--- config.mk ---
export PLATFORM = sky130hd
export DESIGN_NAME = sdram_cmd_monitor
export DESIGN_NICKNAME = d
export VERILOG_FILES = /design/src/rtl/sdram_cmd_monitor.sv
export SDC_FILE = /design/constraint.sdc
export NUM_CORES = 1
export LEC_CHECK = 0
export CAP_MARGIN = 15
export CORE_MARGIN = 3
export CORE_UTILIZATION = 46
export CTS_CLUSTER_SIZE = 28
export DETAILED_ROUTE_END_ITERATION = 10
export SYNTH_ARGS = -nofsm -noshare
export SYNTH_HDL_FRONTEND = slang
export SYNTH_SLANG_ARGS = --single-unit
--- constraint.sdc ---
create_clock -name clk -period 4.6 [get_ports clk]
set_clock_uncertainty 0.1 [all_clocks]
set_input_delay 0.92 -clock clk [delete_from_list [all_inputs] [get_ports clk]]
set_output_delay 0.92 -clock clk [all_outputs]
set_load 0.02 [all_outputs]
--- src/rtl/sdram_cmd_monitor.sv ---
module sdram_cmd_monitor #(
  parameter int T_RCD     = 3,
  parameter int T_RAS     = 6,
  parameter int T_RP      = 3,
  parameter int T_RRD     = 2,
  parameter int T_RC      = 9,
  parameter int T_WR      = 2,
  parameter int BURST_LEN = 4
) (
  input  logic       clk,
  input  logic       rst_n,
  input  logic       clr_err,
  input  logic       cs_n,
  input  logic       ras_n,
  input  logic       cas_n,
  input  logic       we_n,
  input  logic       cke,
  input  logic [1:0] ba,
  input  logic       a10,
  output logic [3:0] cmd_code,
  output logic [3:0] bank_active,
  output logic       err_flag,
  output logic [3:0] err_code,
  output logic [1:0] err_bank
);
  localparam int NB   = 4;
  localparam int MAXV = T_RC + T_RAS + BURST_LEN + T_WR + T_RP;
  localparam int CW   = $clog2(MAXV + 1);
  localparam logic [CW-1:0] L_RCD = CW'(T_RCD - 1);
  localparam logic [CW-1:0] L_RAS = CW'(T_RAS - 1);
  localparam logic [CW-1:0] L_RP  = CW'(T_RP - 1);
  localparam logic [CW-1:0] L_RRD = CW'(T_RRD - 1);
  localparam logic [CW-1:0] L_RC  = CW'(T_RC - 1);
  localparam logic [CW-1:0] L_WR  = CW'(BURST_LEN + T_WR - 2);
  localparam logic [CW-1:0] L_RDA = CW'(BURST_LEN + T_RP - 1);
  localparam logic [CW-1:0] L_WRA = CW'(BURST_LEN + T_WR + T_RP - 2);

  localparam logic [3:0] C_DESEL = 4'd0,  C_NOP  = 4'd1,  C_ACT  = 4'd2,  C_RD  = 4'd3,
                         C_RDA   = 4'd4,  C_WR   = 4'd5,  C_WRA  = 4'd6,  C_PRE = 4'd7,
                         C_PREA  = 4'd8,  C_REF  = 4'd9,  C_MRS  = 4'd10, C_BST = 4'd11,
                         C_SREF  = 4'd12;

  logic [3:0] cmd;
  logic [CW-1:0] rcd_c [NB];
  logic [CW-1:0] ras_c [NB];
  logic [CW-1:0] rp_c  [NB];
  logic [CW-1:0] rc_c  [NB];
  logic [CW-1:0] wr_c  [NB];
  logic [CW-1:0] rrd_c;
  logic [3:0] e_code;
  logic [1:0] e_bank;

  function automatic logic [CW-1:0] dec(input logic [CW-1:0] x);
    return (x == '0) ? '0 : x - 1'b1;
  endfunction

  always_comb begin
    if (cs_n) cmd = C_DESEL;
    else begin
      unique case ({ras_n, cas_n, we_n})
        3'b111:  cmd = C_NOP;
        3'b011:  cmd = C_ACT;
        3'b101:  cmd = a10 ? C_RDA  : C_RD;
        3'b100:  cmd = a10 ? C_WRA  : C_WR;
        3'b010:  cmd = a10 ? C_PREA : C_PRE;
        3'b001:  cmd = cke ? C_REF  : C_SREF;
        3'b000:  cmd = C_MRS;
        default: cmd = C_BST;
      endcase
    end
  end

  always_comb begin
    e_code = 4'd0;
    e_bank = ba;
    unique case (cmd)
      C_ACT:
        if (bank_active[ba])      e_code = 4'd1;
        else if (rp_c[ba] != '0)  e_code = 4'd8;
        else if (rrd_c != '0)     e_code = 4'd9;
        else if (rc_c[ba] != '0)  e_code = 4'd10;
      C_RD, C_RDA, C_WR, C_WRA:
        if (!bank_active[ba])     e_code = 4'd2;
        else if (rcd_c[ba] != '0) e_code = 4'd6;
      C_BST:
        if (!bank_active[ba])     e_code = 4'd3;
      C_PRE:
        if (bank_active[ba]) begin
          if (ras_c[ba] != '0)     e_code = 4'd7;
          else if (wr_c[ba] != '0) e_code = 4'd11;
        end
      C_PREA:
        for (int b = NB - 1; b >= 0; b--)
          if (bank_active[b] && (ras_c[b] != '0 || wr_c[b] != '0)) begin
            e_code = (ras_c[b] != '0) ? 4'd7 : 4'd11;
            e_bank = 2'(b);
          end
      C_REF, C_SREF: begin
        e_bank = 2'd0;
        if (|bank_active) e_code = 4'd4;
      end
      C_MRS: begin
        e_bank = 2'd0;
        if (|bank_active) e_code = 4'd5;
      end
      default: ;
    endcase
  end

  always_ff @(posedge clk or negedge rst_n) begin
    if (!rst_n) begin
      cmd_code    <= C_DESEL;
      bank_active <= '0;
      rrd_c       <= '0;
      for (int b = 0; b < NB; b++) begin
        rcd_c[b] <= '0; ras_c[b] <= '0; rp_c[b] <= '0; rc_c[b] <= '0; wr_c[b] <= '0;
      end
    end else begin
      cmd_code <= cmd;
      rrd_c    <= (cmd == C_ACT) ? L_RRD : dec(rrd_c);
      for (int b = 0; b < NB; b++) begin
        logic hit;
        hit = (ba == 2'(b));
        rcd_c[b] <= (cmd == C_ACT && hit) ? L_RCD : dec(rcd_c[b]);
        ras_c[b] <= (cmd == C_ACT && hit) ? L_RAS : dec(ras_c[b]);
        rc_c[b]  <= ((cmd == C_ACT && hit) || cmd == C_REF || cmd == C_SREF) ? L_RC : dec(rc_c[b]);
        wr_c[b]  <= ((cmd == C_WR || cmd == C_WRA) && hit) ? L_WR : dec(wr_c[b]);
        if ((cmd == C_PRE && hit) || cmd == C_PREA) rp_c[b] <= L_RP;
        else if (cmd == C_RDA && hit)               rp_c[b] <= L_RDA;
        else if (cmd == C_WRA && hit)               rp_c[b] <= L_WRA;
        else                                        rp_c[b] <= dec(rp_c[b]);
        if (cmd == C_ACT && hit) bank_active[b] <= 1'b1;
        else if (((cmd == C_PRE || cmd == C_RDA || cmd == C_WRA) && hit) ||
                 cmd == C_PREA || cmd == C_REF || cmd == C_SREF)
          bank_active[b] <= 1'b0;
      end
    end
  end

  always_ff @(posedge clk or negedge rst_n) begin
    if (!rst_n) begin
      err_flag <= 1'b0; err_code <= '0; err_bank <= '0;
    end else if (clr_err) begin
      err_flag <= 1'b0; err_code <= '0; err_bank <= '0;
    end else if (!err_flag && e_code != 4'd0) begin
      err_flag <= 1'b1; err_code <= e_code; err_bank <= e_bank;
    end
  end

  for (genvar g = 0; g < NB; g++) begin : g_chk
    a_r2_act_rise: assert property (@(posedge clk) disable iff (!rst_n)
      $rose(bank_active[g]) |-> $past(!cs_n && !ras_n && cas_n && we_n && ba == 2'(g)));
  end

  a_r3_autopre_idle: assert property (@(posedge clk) disable iff (!rst_n)
    (cmd_code == C_RDA || cmd_code == C_WRA) |-> !bank_active[$past(ba)]);

  a_r5_refresh_idle: assert property (@(posedge clk) disable iff (!rst_n)
    (cmd_code == C_REF || cmd_code == C_SREF) |-> bank_active == '0);

  a_r11_sticky: assert property (@(posedge clk) disable iff (!rst_n)
    (err_flag && !clr_err) |=> err_flag);

  a_r11_code_hold: assert property (@(posedge clk) disable iff (!rst_n)
    (err_flag && !clr_err) |=> ($stable(err_code) && $stable(err_bank)));

  a_r11_clear: assert property (@(posedge clk) disable iff (!rst_n)
    clr_err |=> (!err_flag && err_code == 4'd0));

  a_r11_code_nonzero: assert property (@(posedge clk) disable iff (!rst_n)
    err_flag |-> err_code != 4'd0);
endmodule

==> run summary, run 1 <==
The height of the chip came out at 123.4 um. The number of synthesized flops with an enable pin is 0. The post-CTS resize count is 0. The number of setup buffers added after CTS came out at 0. The final setup TNS is 0 ns.

The number of hold violations in the final report is 0. Final hold analysis gives a worst-case slack of 0.3410 ns. The number of synthesized register bits came out at 120. The number of input and output port buffers inserted is 25.

The first-pass GRT wire length came out at around 26 mm. The global placer's final weighted congestion is 0.9127. The pin count of the biggest net entering global routing came out at 63. The number of global-route vias before repair is between 5000 and 6000. The via total after detailed routing came out at roughly 5300. The most used flip-flop cell after synthesis is dfrtp_1.

The worst-margin pin slew came out at 1.131 ns. TritonCTS built the clock tree. The post-route fraction of the period consumed by the critical path came out at between 80% and 90%. The fraction of the yosys area taken by sequential cells is 47.37%.

The remaining routing DRC violations is 0. The netlist area before placement is 6339 um2. The remaining max-slew budget at the tightest pin came out at 23.55%. The placement row count is 42.

The final critical path time including I/O delays and setup is 3.965 ns. In this run, post-CTS hold repair placed 0 buffers. The arrival time of data at the critical path endpoint is between 4 and 5 ns.

In the post-synthesis netlist, the biggest area contributors are dfrtp_1 (47%), nor2_1 (6.8%), ha_1 (4.9%), nor3_1 (4.2%), nand2_1 (3.3%). The synthesized instance count came out at about 700. The required time of the critical path came out at ~4.8 ns.

The number of endpoints failing setup at the final stage is 0. For this run, the number of Yosys warnings is 0. The tree is rooted in a clkbuf_16.

Derived from the worst setup path, the maximum achievable clock frequency is 252.2 MHz. The number of optimization iterations in the first detailed-route pass came out at 5. The DRC marker count from the first detailed-route iteration is 343. The worst reg-to-reg path cell count is 9.

Dividing the detail-routed via count by the number of cells gives approximately 5.7. The number of max-slew violations in the final report came out at 0. In this run the worst hold path is classified as reg2reg. The maximum fanout count along the critical path is 17.

The routed wire length per instance came out at 16.62 um. The post-synthesis cell type with the largest combined area is dfrtp_1. The growth of design area from synthesis to finish came out at 18.48%. In this run the static leakage power is ~3.4 nW. Among all stages on the critical path, the largest delay is contributed by clkdlybuf4s50_1. Counting the fill cells in the layout gives 1167. The share of final-layout standard cells stronger than drive strength 1 is 8.874%. The routed design has 15.47 mm of wire. The final standard cell utilization of the core is 56.26%.

Power spread over the standard cell area amounts to between 600 and 700 nW/um2. The mean cell area of the mapped netlist came out at 9.029 um2. The H-tree was split into 4 levels. The HPWL after detailed placement is 11.61 mm. The distinct cell type count of the synthesized netlist came out at 61.

The critical path's largest stage delay is around 0.75 ns. The area of the multi-input gates is 3047 um2. The number of clock buffers inserted by TritonCTS is 17. The post-layout net count is 778. The clock insertion delay at the later pin of the skew report is 0.42 ns. Across the VDD grid, the largest voltage drop is 0.3794 mV. The initial antenna violation count is 0.

The floorplan step defined a die boundary enclosing 15220 um2. The most numerous cell type found on the critical path is a221oi_1. The number of cells on the worst hold path is 1. The number of nets in the synthesized netlist came out at 738. The number of clock sinks came out at 120. Once detail routing completed, the nets flagged for antenna violations numbered 0. The async set-or-reset flop fraction in the synthesized netlist came out at 100.0%.

The overflow left after global routing is 0. Traced cell by cell, the critical path runs through clkdlybuf4s50_1 -> nor2b_1 -> a32oi_1 -> a311o_1 -> a221oi_1 -> and3_1 -> nand3_1 -> a221oi_1. The start-to-end type of the worst setup path is in2reg. The sequential standard cell area came out at ~3000 um2. The horizontal die dimension came out at between 100 and 150 um. The flow ran to the end, and the final reports show no timing, DRC or antenna violations. The initial utilization of the core area, before any placement, comes to ~47%. The clock-pin slew on the worst setup and hold paths is 0.05 ns. The count of pins on the block boundary came out at 26. Setup repair after global routing left no endpoint under its margin.

Across the run, the number of max-cap violations was 0. The power consumption came out at 5.117 mW. The type of element capturing the critical path is a register. The core area came out at 13350 um2.

The kind of launch point of the worst setup path is an input port. 0 antenna diodes ended up in the layout. The overall global routing resource usage came out at 22.28%. The area share of the largest cell type after synthesis is 47.37%. The worst-case clock buffer depth came out at 2.
-- power breakdown --
group	internal, mW	switching [mW]
logic	0.776	0.940
clock network	1.06	0.482
registers	1.48	0.375
total	3.32	1.80
-- flip-flops by register name, indices dropped and copies added (netlist names) --
name and cells:
bank_active 4, cmd_code 4, err_bank 2, err_code 4
err_flag 1, ras_c 20, rc_c 20, rcd_c 20
rp_c 20, rrd_c 5, wr_c 20
-- cell usage in the layout, fill, tap and decap left out, drive strengths merged, types with 4 or more instances in the layout --
cell / n
a21oi: 38
a221oi: 6
a32oi: 6
a41oi: 4
and2: 5
and3: 15
buf: 14
bufinv: 6
clkbuf: 21
clkdlybuf4s50: 24
dfrtp: 120
ha: 25
inv: 55
mux2: 6
nand2: 56
nand2b: 15
nand3: 9
nand4: 4
nor2: 114
nor2b: 7
nor3: 54
nor3b: 6
nor4: 4
nor4b: 6
o211ai: 7
o21ai: 41
or3: 11
or4: 4
or4b: 7
xnor2: 17
xor2: 5
-- worst max-delay path: cells and delay by family --
kind	cells	cell delay, ns
compound gates	4	1.32
simple gates	3	1.18
buf+inv	1	0.75
-- metal layers --
metal,global-route usage [%],share of wire (%)
met3,5.489,5.7
met1,29.39,45
met2,35.92,48
met4,7.751,2.1
met5,0,0
-- logic make-up after synthesis --
family          synth area share [%]
buf+inv                        4.560
xor+xnor                       3.040
compound gates                 13.07
mux                            1.737
fa+ha+maj                      4.935
flops                          47.37
simple gates                   25.29
-- through the flow --
stage                     setup WS [ns]  cells  cell area [um2]
after floorplan                   1.380    702             6339
after global placement           0.4543    899             6822
after detailed placement         0.2881    899             6822
after CTS                        0.7212    931             7510
after global routing             0.3703    931             7510
final                            0.6354    931             7510
-- final timing paths --
| kind | from | end | slack (ns) |
|---|---|---|---|
| hold / removal | rc_c[10] | rc_c[10] | 0.34 |
| setup reg to reg | wr_c[15] | err_bank[1] | 1.23 |
| max in group asynchronous | rst_n | rcd_c[9] | 3.01 |
| min in group asynchronous | rst_n | wr_c[1] | 0.48 |
| setup / recovery | ba[0] | err_bank[1] | 0.64 |
| hold reg to reg | rc_c[10] | rc_c[10] | 0.34 |
-- cells in the mapped netlist (all sizes together) (3+ instances only) --
master / n
a21o: 3
a41oi: 4
nor2: 114
inv: 55
and3: 15
nand4: 4
or4: 4
a21oi: 38
ha: 25
o211ai: 7
nor2b: 7
a32oi: 6
a221oi: 6
mux2: 6
a311oi: 3
nor4: 4
o21ai: 41
and2: 5
xnor2: 17
dfrtp: 120
a211oi: 3
nand2: 56
buf: 3
o31ai: 3
or4b: 7
or3: 11
nand3: 9
clkbuf: 14
nor4b: 6
nand2b: 15
xor2: 5
nor3: 54
nor3b: 6
-- layout make-up --
type	instances	area share [%]
timing repair buffer	38	4.598
multi-input combinational	510	40.57
clock buffer	21	6.265
tap	176	2.932
sequential	120	39.99
inverter	55	2.749
clock inverter	11	2.899
Note: power is estimated with default switching activity, not from simulation.
==> run 2: changes to the inputs <==
==> constraint.sdc (replaced) <==
create_clock -name clk -period 4.6 [get_ports clk]
set_clock_uncertainty 0.1 [all_clocks]
set_input_delay 0.69 -clock clk [delete_from_list [all_inputs] [get_ports clk]]
set_output_delay 0.69 -clock clk [all_outputs]
set_load 0.02 [all_outputs]
==> run 2 against run 1 <==
Against the previous run: via count shrank 0.73%; first-iteration DRC count grew 29%; worst setup slack gained 0.28 ns; critical path type unchanged.
==> run summary, run 2 (synthesized netlist as in run 1, its figures left out) <==
The remaining max-slew budget at the tightest pin came out at slightly above 40%. The initial antenna violation count is 0. The placed instance count came out at 894. The critical path is of the in2reg type. Relative to the synthesized area, the layout overhead comes to 17.43%. The final antenna diode count is 0.

The post-route worst hold slack came out at 0.1621 ns. The worst setup margin came out at 0.9150 ns. The routed wire length per instance came out at 16.82 um.

The worst hold path belongs to the class in2async. Global routing finished with a remaining overflow of 0. The number of hold violations in the final report is 0.

The root buffer selected by CTS is clkbuf_16. Leaving out fill and tap cells, the most frequent cell in the layout is dfrtp_1. Setup violations remaining at the end of the flow were counted as 0. STA puts the critical path data arrival time at around 3.9 ns. The flow ran to the end, and the final reports show no timing, DRC or antenna violations. The required time of the critical path is 4.82 ns. Post-CTS repair changed the size of 0 cells. Fill cells in the final layout number between 1000 and 1500. The number of setup buffers added after CTS came out at 0. The overall global routing resource usage is about 22%.

The share of final-layout standard cells stronger than drive strength 1 came out at 7.877%. The number of global-route vias before repair was 5349. The global placer's final weighted congestion is 0.9010. The number of standard cells in the layout, taps in and fillers out is 925. The library cells used most frequently in the layout, excluding fill and tap cells, are dfrtp_1 (120), nor2_1 (114), nand2_1 (56). The count of pins on the block boundary came out at 26. The DRC marker count from the first detailed-route iteration is roughly 440. Summed over all cells, the static leakage comes to between 3 and 4 nW. The core area is 13350 um2.

The first-pass GRT wire length came out at around 26 mm. The number of optimization iterations in the first detailed-route pass came out at 5. TritonCTS built the clock tree. The remaining antenna violation count is 0.

IR analysis of the VDD net gives a maximum drop of 0.2991 mV. In the finished design, the share of the clock period the worst path needs comes to 80.11%. The worst path in the final design needs a cycle of 3.685 ns, including I/O delays and setup. The power consumption came out at 5.071 mW. The kind of launch point of the worst setup path is an input port. Setup repair after global routing left no endpoint under its margin. Clock latency on the worst-skew pair, taken at its later pin, is 0.42 ns. The worst slack at placement came out at 0.5062 ns. The final wirelength is 15.56 mm. The floorplan has between 40 and 50 rows. The initial utilization of the core area, before any placement, comes to 47.49%. The clock passes through at most 2 buffers. The HPWL after detailed placement is roughly 12 mm.

The number of levels in the clock H-tree is 4. The floorplan die area came out at 15220 um2. The via-per-instance ratio came out at about 5.7. The pin count of the biggest net entering global routing came out at between 40 and 50. The number of clock sinks came out at 120. For the pin with the worst max-slew slack, the measured transition is ~0.87 ns. The remaining routing DRC violations came out at 0. Clock-pin slew was measured on the worst setup and hold paths at 0.05 ns. The final setup TNS came out at 0 ns. The maximum operating frequency is ~270 MHz.

The areal power density over the cells is 681.2 nW/um2. The horizontal die dimension is between 100 and 150 um. After the last flow step, the layout net total stands at 773.

TritonCTS created 17 clock buffers. The count of max-cap constraint violations came out at 0. In this run, post-CTS hold repair placed 0 buffers. STA classifies the critical path endpoint as a register. The number of input and output port buffers inserted is 25. The maximum fanout count along the critical path is 12. The via total after detailed routing came out at ~5300.

The height of the chip came out at 123.4 um. The number of max-slew violations in the final report came to 0.
-- run 2: final timing paths --
path                          start     endpoint  slack (ns)  cells after the start
setup / recovery              ba[0]  err_bank[1]        0.91                      9
hold / removal                rst_n      wr_c[6]        0.16                      1
max in group asynchronous     rst_n     rc_c[11]        3.28                      2
hold reg to reg            rc_c[10]     rc_c[10]        0.35                      1
min in group clk           rc_c[10]     rc_c[10]        0.35                      1
setup reg to reg           wr_c[15]  err_bank[1]        1.21                      9
-- run 2: layout make-up --
class	instances	area [um2]	share of cell area, %
multi-input combinational	510	3047	40.93
sequential	120	3003	40.34
clock buffer	22	464.2	6.236
timing repair buffer	33	307.8	4.135
tap	176	220.2	2.958
inverter	55	206.4	2.774
clock inverter	9	195.2	2.622
-- run 2: critical path, stage by stage --
cell and delay [ns]:
clkdlybuf4s50_1 0.63, buf_4 0.30, nor2b_1 0.51, a32oi_1 0.27
a311o_1 0.36, a221oi_1 0.37, and3_1 0.30, nand3_1 0.17
a221oi_1 0.30
-- run 2: routing by layer --
| layer | up-vias | routed length, um | track usage (%) |
|---|---|---|---|
| met4 | 0 | 407 | 8.512 |
| li1 | 2530 | - | - |
| met3 | 34 | 853 | 6.816 |
| met1 | 2602 | 7080 | 28.89 |
| met2 | 132 | 7214 | 35.27 |
| met5 | - | 0 | 0 |
-- run 2: stage by stage --
stage               utilization, %  area (um2)
floorplan                        -        6339
global placement             50.82        6784
detailed placement           50.82        6784
CTS                          55.76        7443
global route                 55.76        7443
finish                       55.76        7443
-- run 2: power by group --
group          switching [mW]  leakage (nW)  internal, mW  total, mW
clock                   0.459         0.324          1.04       1.50
combinational           0.945          1.56         0.773       1.72
sequential              0.373          1.51          1.48       1.86
